$ cat src/rtl/sync_pwm_pkg.sv
package sync_pwm_pkg;
    localparam logic [2:0] CLR_NONE  = 3'b000;
    localparam logic [2:0] CLR_CMPA  = 3'b001;
    localparam logic [2:0] CLR_CMPB  = 3'b010;
    localparam logic [2:0] CLR_GROUP = 3'b011;

    localparam int unsigned REG_CNT     = 0;
    localparam int unsigned REG_CMPA    = 1;
    localparam int unsigned REG_CMPB    = 2;
    localparam int unsigned REG_CTRL    = 3;
    localparam int unsigned REGS_PER_CH = 4;

    typedef enum logic {
        OUT_LOW  = 1'b0,
        OUT_HIGH = 1'b1
    } out_state_e;
endpackage

$ cat src/rtl/sync_pwm_regs.sv
module sync_pwm_regs
    import sync_pwm_pkg::*;
#(
    parameter int NCH = 3,
    parameter int CW  = 16,
    parameter int AW  = 4
) (
    input  logic                     clk,
    input  logic                     rst,
    input  logic                     wr_en,
    input  logic [AW-1:0]            wr_addr,
    input  logic [CW-1:0]            wr_data,
    output logic [NCH-1:0][CW-1:0]   cmp_a,
    output logic [NCH-1:0][CW-1:0]   cmp_b,
    output logic [NCH-1:0][2:0]      sel,
    output logic [NCH-1:0]           run,
    output logic [NCH-1:0]           sync_en,
    output logic [NCH-1:0]           load,
    output logic [CW-1:0]            load_val
);
    localparam int RUN_ADDR  = REGS_PER_CH * NCH;
    localparam int SYNC_ADDR = RUN_ADDR + 1;

    logic [NCH-1:0] cnt_hit;
    logic           grp_hit;

    always_ff @(posedge clk) begin
        if (rst) begin
            cmp_a   <= '0;
            cmp_b   <= '0;
            sel     <= '0;
            run     <= '0;
            sync_en <= '0;
        end else if (wr_en) begin
            for (int ch = 0; ch < NCH; ch++) begin
                if (wr_addr == AW'(ch * REGS_PER_CH + REG_CMPA)) cmp_a[ch] <= wr_data;
                if (wr_addr == AW'(ch * REGS_PER_CH + REG_CMPB)) cmp_b[ch] <= wr_data;
                if (wr_addr == AW'(ch * REGS_PER_CH + REG_CTRL)) sel[ch]   <= wr_data[2:0];
            end
            if (wr_addr == AW'(RUN_ADDR))  run     <= wr_data[NCH-1:0];
            if (wr_addr == AW'(SYNC_ADDR)) sync_en <= wr_data[NCH-1:0];
        end
    end

    always_comb begin
        for (int ch = 0; ch < NCH; ch++) begin
            cnt_hit[ch] = wr_en && (wr_addr == AW'(ch * REGS_PER_CH + REG_CNT));
        end
        grp_hit = |(cnt_hit & sync_en);
        load    = cnt_hit | (sync_en & {NCH{grp_hit}});
    end

    assign load_val = wr_data;
endmodule

$ cat src/rtl/sync_pwm_chan.sv
module sync_pwm_chan
    import sync_pwm_pkg::*;
#(
    parameter int CW = 16
) (
    input  logic          clk,
    input  logic          rst,
    input  logic          run,
    input  logic          sync_en,
    input  logic [2:0]    sel,
    input  logic [CW-1:0] cmp_a,
    input  logic [CW-1:0] cmp_b,
    input  logic          load,
    input  logic [CW-1:0] load_val,
    input  logic          grp_clr,
    output logic          own_clr,
    output logic          clr_eff,
    output logic [CW-1:0] cnt,
    output logic          pwm
);
    out_state_e state, state_nx;
    logic match_a, match_b, clr_req;

    assign match_a = run && (cnt == cmp_a);
    assign match_b = run && (cnt == cmp_b);
    assign own_clr = ((sel == CLR_CMPA) && match_a) || ((sel == CLR_CMPB) && match_b);
    assign clr_req = own_clr || (sync_en && (sel == CLR_GROUP) && grp_clr);
    assign clr_eff = clr_req && !load;

    always_ff @(posedge clk) begin
        if (rst)          cnt <= '0;
        else if (load)    cnt <= load_val;
        else if (clr_req) cnt <= '0;
        else if (run)     cnt <= cnt + 1'b1;
    end

    always_ff @(posedge clk) begin
        if (rst) state <= OUT_LOW;
        else     state <= state_nx;
    end

    always_comb begin
        state_nx = state;
        unique case (state)
            OUT_LOW:  if (clr_eff)              state_nx = OUT_HIGH;
            OUT_HIGH: if (!clr_eff && match_a)  state_nx = OUT_LOW;
            default:                            state_nx = OUT_LOW;
        endcase
    end

    always_comb begin
        pwm = (state == OUT_HIGH);
    end
endmodule

$ cat src/rtl/sync_pwm_group.sv
module sync_pwm_group
    import sync_pwm_pkg::*;
#(
    parameter int NCH = 3,
    parameter int CW  = 16,
    parameter int AW  = $clog2(REGS_PER_CH * NCH + 2)
) (
    input  logic                clk,
    input  logic                rst,
    input  logic                wr_en,
    input  logic [AW-1:0]       wr_addr,
    input  logic [CW-1:0]       wr_data,
    output logic [NCH*CW-1:0]   cnt_out,
    output logic [NCH-1:0]      pwm_out
);
    logic [NCH-1:0][CW-1:0] cmp_a_q, cmp_b_q;
    logic [NCH-1:0][2:0]    sel_q;
    logic [NCH-1:0]         run_q, sync_q, load, own_clr, clr_eff;
    logic [CW-1:0]          load_val;
    logic                   grp_clr;

    sync_pwm_regs #(.NCH(NCH), .CW(CW), .AW(AW)) i_regs (
        .clk(clk), .rst(rst), .wr_en(wr_en), .wr_addr(wr_addr), .wr_data(wr_data),
        .cmp_a(cmp_a_q), .cmp_b(cmp_b_q), .sel(sel_q), .run(run_q),
        .sync_en(sync_q), .load(load), .load_val(load_val)
    );

    assign grp_clr = |(own_clr & sync_q);

    for (genvar c = 0; c < NCH; c++) begin : g_chan
        sync_pwm_chan #(.CW(CW)) i_chan (
            .clk(clk), .rst(rst), .run(run_q[c]), .sync_en(sync_q[c]),
            .sel(sel_q[c]), .cmp_a(cmp_a_q[c]), .cmp_b(cmp_b_q[c]),
            .load(load[c]), .load_val(load_val), .grp_clr(grp_clr),
            .own_clr(own_clr[c]), .clr_eff(clr_eff[c]),
            .cnt(cnt_out[c*CW +: CW]), .pwm(pwm_out[c])
        );
    end
endmodule

$ cat config.mk
export PLATFORM = sky130hd
export DESIGN_NAME = sync_pwm_group
export DESIGN_NICKNAME = d
export VERILOG_FILES = /design/src/rtl/sync_pwm_pkg.sv /design/src/rtl/sync_pwm_regs.sv /design/src/rtl/sync_pwm_chan.sv /design/src/rtl/sync_pwm_group.sv
export SDC_FILE = /design/constraint.sdc
export NUM_CORES = 1
export LEC_CHECK = 0
export BUFFER_PORTS_ARGS = -buffer_cell sky130_fd_sc_hd__buf_4
export CAP_MARGIN = 30
export CELL_PAD_IN_SITES_DETAIL_PLACEMENT = 1
export CELL_PAD_IN_SITES_GLOBAL_PLACEMENT = 2
export CORE_MARGIN = 2
export CORE_UTILIZATION = 38
export CTS_CLUSTER_SIZE = 12
export DETAILED_ROUTE_END_ITERATION = 8
export HOLD_SLACK_MARGIN = 0.08
export MAX_ROUTING_LAYER = met4
export PLACE_DENSITY = 0.79
export SETUP_SLACK_MARGIN = 0.1
export SYNTH_ARGS = -nofsm -noshare
export SYNTH_HDL_FRONTEND = slang
export SYNTH_HIERARCHICAL = 1
export SYNTH_SLANG_ARGS = --single-unit
export TNS_END_PERCENT = 20
$ cat constraint.sdc
create_clock -name clk -period 4 [get_ports clk]
set_clock_uncertainty 0.15 [all_clocks]
set_input_delay 0.6 -clock clk [delete_from_list [all_inputs] [get_ports clk]]
set_output_delay 0.6 -clock clk [all_outputs]
set_load 0.05 [all_outputs]
==> results of run 1 <==
==> worst max-delay path, cell delays in order, from the launching register on <==
cell and delay, ns:
dfxtp_1 0.55, xor2_1 0.23, nor4_1 0.10, nand3b_1 0.10, nor4_1 0.06, a32o_1 0.24, a222oi_1 0.34, inv_1 0.15
and4b_1 0.28, a21oi_1 0.67, and2_1 0.39, o221ai_1 0.17, o21ai_1 0.13
==> layout make-up <==
type	instances	area share
clock inverter	12	0.0146
multi-input combinational	764	0.529
tap	324	0.0380
inverter	16	0.00564
timing repair buffer	94	0.0662
clock buffer	19	0.0425
sequential	162	0.304
==> power breakdown <==
group,switching [uW],internal [uW]
combinational,237,128
clock,724,1020
sequential,37.7,1640
total,999,2780
==> cell usage in the layout (no fill, tap or decap), types with 25 or more instances in the layout <==
master / instances
dfxtp_1: 162
xor2_1: 25
nor2_1: 40
nand2_1: 46
buf_4: 94
nor3_1: 29
a21oi_1: 35
nand2b_1: 130
xnor2_1: 70
a32o_1: 32
mux2i_1: 111
nand4_1: 31
==> sequential cells by signal, summed over array words and instances (netlist names) <==
name	count
i_regs/sel	9
g_chan.i_chan/cnt	48
i_regs/run	3
i_regs/cmp_a	48
i_regs/cmp_b	48
i_regs/sync_en	3
g_chan.i_chan/pwm	3
==> worst max path at each step <==
| stage | startpoint | end | slack [ns] | cells after the start |
|---|---|---|---|---|
| 2_1_floorplan | g_chan[0].i_chan/cnt[12] | g_chan[0].i_chan/cnt[10] | 0.67 | 14 |
| 3_3_place_gp | g_chan[0].i_chan/cnt[4] | g_chan[1].i_chan/cnt[10] | 0.43 | 12 |
| 3_5_place_dp | g_chan[0].i_chan/cnt[4] | g_chan[1].i_chan/cnt[10] | 0.34 | 12 |
| 4_1_cts | g_chan[0].i_chan/cnt[4] | g_chan[1].i_chan/cnt[10] | 0.35 | 12 |
| 5_1_grt | g_chan[0].i_chan/cnt[4] | g_chan[1].i_chan/cnt[10] | 0.12 | 12 |
| 6_report | g_chan[0].i_chan/cnt[4] | g_chan[1].i_chan/cnt[10] | 0.35 | 12 |
==> metal layers <==
metal  wire length (um)  global-route usage  vias to the layer above
li1                   -                   -                     3785
met1              15800               0.357                     4196
met2              16300               0.436                      234
met3               1600              0.0398                       45
met4                949              0.0937                        0
met5                  0                   -                        -
==> metrics by stage <==
step	cell area (sq um)	utilization	hold WS (ns)	total power, uW
after floorplan	9500	-	0.299	1940
after global placement	10000	0.411	0.316	2070
after detailed placement	10000	0.411	0.334	2070
after CTS	10700	0.436	0.327	3810
after global routing	10700	0.436	0.337	3890
final	10700	0.436	0.341	3780
==> results.sh, run 1 <==
export IMPL_worstHoldStart="i_regs/cmp_a[19]"
export IMPL_finalNetCount=1081
export IMPL_setup_viol=0
export IMPL_ir_drop_mv=0.263
export IMPL_cts_tree="yes"
export IMPL_clockBufferDepth=2
export IMPL_portBuffers=73
export IMPL_rsz0062_at_grt="no"
export IMPL_crit_arrival_ns=3.87
export IMPL_power_density_nw_per_um2=355
export IMPL_post_route_period_util=0.913
export IMPL_cts_resized=0
export IMPL_pre_cts_slack_ns=0.336
export IMPL_setup_worst_path_start_class="flip-flop"
export IMPL_cts_num_sinks=162
export IMPL_dp_cells=1360
export IMPL_postCtsHoldBufs=0
export IMPL_via_count=8260
export IMPL_grt_pass1_vias=8245
export IMPL_final_min_clock_period_ns=3.65
export IMPL_instances_no_fill=1391
export IMPL_syn_to_final_growth_pct=12.2
export IMPL_fp_dieH_um=162
export IMPL_die_area_sq_um=26300
export IMPL_grt_ovfl_total=0
export IMPL_slew_limit_headroom=0.395
export IMPL_worstPathRequired_ns=4.22
export IMPL_gp_routability_congestion=0.901
export IMPL_htreeDepth=4
export IMPL_drt_iter0_drc=659
export IMPL_syn_instance_count=1035
export IMPL_critPathMaxFanout=10
export IMPL_syn_area_sq_um=9500
export IMPL_final_setup_tns_ns=0
export IMPL_antenna_found_initial=0
export IMPL_wl_mm=34.7
export IMPL_r2r_start="g_chan[0].i_chan/cnt[4]"
export IMPL_yosysWarnings=6
export IMPL_drive_gt1_frac=0.142
export IMPL_synth_fp_nets=1061
export IMPL_multi_input_area_sq_um=5640
export IMPL_grt_max_degree=54
export IMPL_core_area_sq_um=24500
export IMPL_reg2reg_depth=12
export IMPL_min_to="i_regs/cmp_a[19]"
export IMPL_hold_class="reg -> reg"
export IMPL_clk_pin_slew_ns=0.07
export IMPL_p_leak_uw=0.00447
export IMPL_post_route_drc_count=0
export IMPL_ant_nets=0
export IMPL_first_pass_iters=5
export IMPL_drv_slew=0
export IMPL_syn_avg_cell_area_sq_um=9.18
export IMPL_rrSetupSlack_ns=0.35
export IMPL_cts_buffers=17
export IMPL_r2r_end="g_chan[1].i_chan/cnt[10]"
export IMPL_insertedDiodeCount=0
export IMPL_status="complete, no violations"
export IMPL_grt_first_pass_wirelength_mm=52.4
export IMPL_critPathCaptureType="flip-flop"
export IMPL_tightest_slew_ns=0.908
export IMPL_via_per_inst=5.94
export IMPL_pin_count=74
export IMPL_track_usage=0.274
export IMPL_critPathKind="reg -> reg"
export IMPL_cts_setup_buffers=0
export IMPL_start_util=0.388
export IMPL_cts_root_buf="clkbuf_16"
export IMPL_fillers=2819
export IMPL_fin_ws_ns=0.347
export IMPL_hold_viol_final=0
export IMPL_fp_row_count=57
export IMPL_fmax_mhz=274
export IMPL_dieWidth_um=162
export IMPL_hpwl_mm=25.3
export IMPL_register_area_sq_um=3240
export IMPL_maxCapViolations=0
export IMPL_wl_per_cell_um=25.0
export IMPL_clock_latency_ns=0.43
export IMPL_holdPathStages=2
Power figures use the tool's default switching activity.
==> run 2, diff against run 1 <==
--- a/config.mk
+++ b/config.mk
@@ -5,12 +5,13 @@
 export SDC_FILE = /design/constraint.sdc
 export NUM_CORES = 1
 export LEC_CHECK = 0
+export ABC_AREA = 1
 export BUFFER_PORTS_ARGS = -buffer_cell sky130_fd_sc_hd__buf_4
 export CAP_MARGIN = 30
 export CELL_PAD_IN_SITES_DETAIL_PLACEMENT = 1
 export CELL_PAD_IN_SITES_GLOBAL_PLACEMENT = 2
 export CORE_MARGIN = 2
-export CORE_UTILIZATION = 38
+export CORE_UTILIZATION = 33
 export CTS_CLUSTER_SIZE = 12
 export DETAILED_ROUTE_END_ITERATION = 8
 export HOLD_SLACK_MARGIN = 0.08
==> run 2 against run 1 <==
Compared with the run above: synthesized area rose by 1.6%; die area increased by 17%; maximum frequency is 18% higher; sequential share of layout area decreased by 0.72 points; sequential power up 4%; critical path depth increased by 3; utilization shrank 5.6 points; via count grew 14%; power up 8.4%; clock power is 6% higher; worst hold slack worse by 0.027 ns.
==> results.sh, run 2 <==
export IMPL_status="complete, no violations"
export IMPL_fp_dieH_um=175
export IMPL_p_switching_uw=1170
export IMPL_p_int_uw=2930
export IMPL_postCtsHoldBufs=0
export IMPL_syn_avg_cell_area_sq_um=6.38
export IMPL_die_area_sq_um=30600
export IMPL_post_route_period_util=0.773
export IMPL_layout_common_cells="447 x nor2_1, 294 x nand2_1, 162 x dfxtp_1"
export IMPL_rrSetupSlack_ns=0.91
export IMPL_syn_area_sq_um=9650
export IMPL_mostFrequentLayoutCell="nor2_1"
export IMPL_dieWidth_um=175
export IMPL_reg_largest_list="g_chan.i_chan/cnt x48, i_regs/cmp_a x48, i_regs/cmp_b x48"
export IMPL_first_pass_iters=5
export IMPL_setup_viol=0
export IMPL_cp_cell_sequence="inv_1 > nand2_1 > nand2_1 > nor2_1 > nand2_1 > nor2_1 > nand3_2 > nand2_1 > nand2_1 > nand3_1 > nand4_1 > nand4_4 > nand2_1 > nor2_1 > nor2_1"
export IMPL_ant_nets=0
export IMPL_yosysWarnings=6
export IMPL_antenna_found_initial=0
export IMPL_critPathMaxFanout=24
export IMPL_via_per_inst=4.88
export IMPL_fmax_mhz=323
export IMPL_worstPathRequired_ns=4.18
export IMPL_pwr_share_clk=0.448
export IMPL_clockBufferDepth=2
export IMPL_critPathCaptureType="flip-flop"
export IMPL_cp_endpoint="g_chan[0].i_chan/cnt[15]"
export IMPL_clk_pin_slew_ns=0.07
export IMPL_grt_ovfl_total=0
export IMPL_drive_gt1_frac=0.126
export IMPL_synth_fp_nets=1539
export IMPL_core_area_sq_um=28800
export IMPL_worstSetupStartpoint="g_chan[2].i_chan/cnt[7]"
export IMPL_crit_buf_inv=1
export IMPL_drv_slew=0
export IMPL_tightest_slew_ns=0.621
export IMPL_slew_limit_headroom=0.586
export IMPL_hold_class="reg -> reg"
export IMPL_hpwl_mm=25.3
export IMPL_htreeDepth=4
export IMPL_grt_first_pass_wirelength_mm=56.0
export IMPL_finalNetCount=1566
export IMPL_final_setup_tns_ns=0
export IMPL_track_usage=0.246
export IMPL_post_route_util=0.379
export IMPL_swShare=0.286
export IMPL_hold_viol_final=0
export IMPL_comb_power_share=0.130
export IMPL_cpMostUsedCell="nand2_1"
export IMPL_cts_resized=0
export IMPL_start_util=0.335
export IMPL_cts_num_sinks=162
export IMPL_cts_buffers=17
export IMPL_holdWs_ns=0.314
export IMPL_maxCapViolations=0
export IMPL_seqPwrFrac=0.421
export IMPL_syn_to_final_growth_pct=13.1
export IMPL_clock_latency_ns=0.44
export IMPL_setup_worst_path_start_class="flip-flop"
export IMPL_post_route_drc_count=0
export IMPL_via_count=9445
export IMPL_rsz0062_at_grt="no"
export IMPL_cts_tree="yes"
export IMPL_ir_drop_mv=0.200
export IMPL_wl_per_cell_um=18.5
export IMPL_fillers=3775
export IMPL_final_min_clock_period_ns=3.09
export IMPL_wl_mm=35.8
export IMPL_critical_path_top_delay_family="simple AND/OR/NAND/NOR gates"
export IMPL_r2r_start="g_chan[2].i_chan/cnt[7]"
export IMPL_cts_root_buf="clkbuf_16"
export IMPL_gp_routability_congestion=0.818
export IMPL_p_leak_uw=0.00488
export IMPL_worstSetupPathDepth=15
export IMPL_syn_instance_count=1513
export IMPL_fp_row_count=62
export IMPL_crit_arrival_ns=3.27
export IMPL_power_density_nw_per_um2=375
export IMPL_pin_count=74
export IMPL_drt_iter0_drc=495
export IMPL_grt_max_degree=53
export IMPL_portBuffers=73
export IMPL_r2r_end="g_chan[0].i_chan/cnt[15]"
export IMPL_critPathKind="reg -> reg"
export IMPL_grt_pass1_vias=9544
export IMPL_reg2reg_depth=15
export IMPL_crit_slowest_cell="dfxtp_1"
export IMPL_cts_setup_buffers=0
export IMPL_slowest_delay_ns=0.58
[run 2: cell count changes in the layout (fill, tap and decap cells not counted), sizes merged, moves of 18 or more]
cell    previous run  this run
nor2              40       467
nand2             51       305
inv               16       165
nand2b           130         0
o21ai             26       148
mux2i            111         0
xnor2             70         9
o21bai             0        48
a32o              33         0
nand3             21        44
a21oi             36        14
nand4             33        15
[run 2: power by group through the flow]
stage	logic, uW	clock network [uW]	registers (uW)
after global placement	530	0	1760
after global routing	589	1940	1730
final	534	1840	1730
after detailed placement	537	0	1760
after floorplan	303	0	1810
after CTS	539	1880	1720
[run 2: worst min path at each step]
| stage | start | end | slack [ns] | cells after the start |
|---|---|---|---|---|
| after floorplan | i_regs/sel[1] | i_regs/sel[1] | 0.29 | 2 |
| after global placement | i_regs/sel[0] | i_regs/sel[0] | 0.30 | 2 |
| after detailed placement | i_regs/sel[0] | i_regs/sel[0] | 0.31 | 2 |
| after CTS | i_regs/sel[0] | i_regs/sel[0] | 0.32 | 2 |
| after global routing | i_regs/sel[0] | i_regs/sel[0] | 0.34 | 2 |
| final | i_regs/sel[0] | i_regs/sel[0] | 0.31 | 2 |
[run 2: cell type report]
cell class	instances	area (sq um)	area share
multi-input cells	1114	5300	0.486
flip-flops and latches	162	3240	0.297
repair buffers	82	641	0.0587
inverters	163	612	0.0561
well taps	384	480	0.0440
clock buffers	17	425	0.0390
clock inverters	13	210	0.0193
diodes	1	2.50	0.000229
[run 2: stage by stage]
step	setup slack, ns	cells	cell area (sq um)	total power, uW
finish	0.909	1936	10900	4100
floorplan	1.30	1513	9650	2110
global route	0.627	1935	10900	4260
global placement	1.01	1904	10300	2290
detailed placement	0.891	1905	10300	2300
CTS	0.868	1935	10900	4150
[run 2: worst min-delay path, stage by stage (launching register included)]
cell and delay, ns:
dfxtp_1 0.32, inv_1 0.05, a21oi_1 0.05
[run 2: layer usage]
layer / up-vias / share of wire / track usage
met2: 146 / 0.48 / 0.408
met4: 0 / 0.026 / 0.0833
met5: - / 0 / -
met1: 4530 / 0.47 / 0.309
li1: 4721 / - / -
met3: 48 / 0.030 / 0.0331
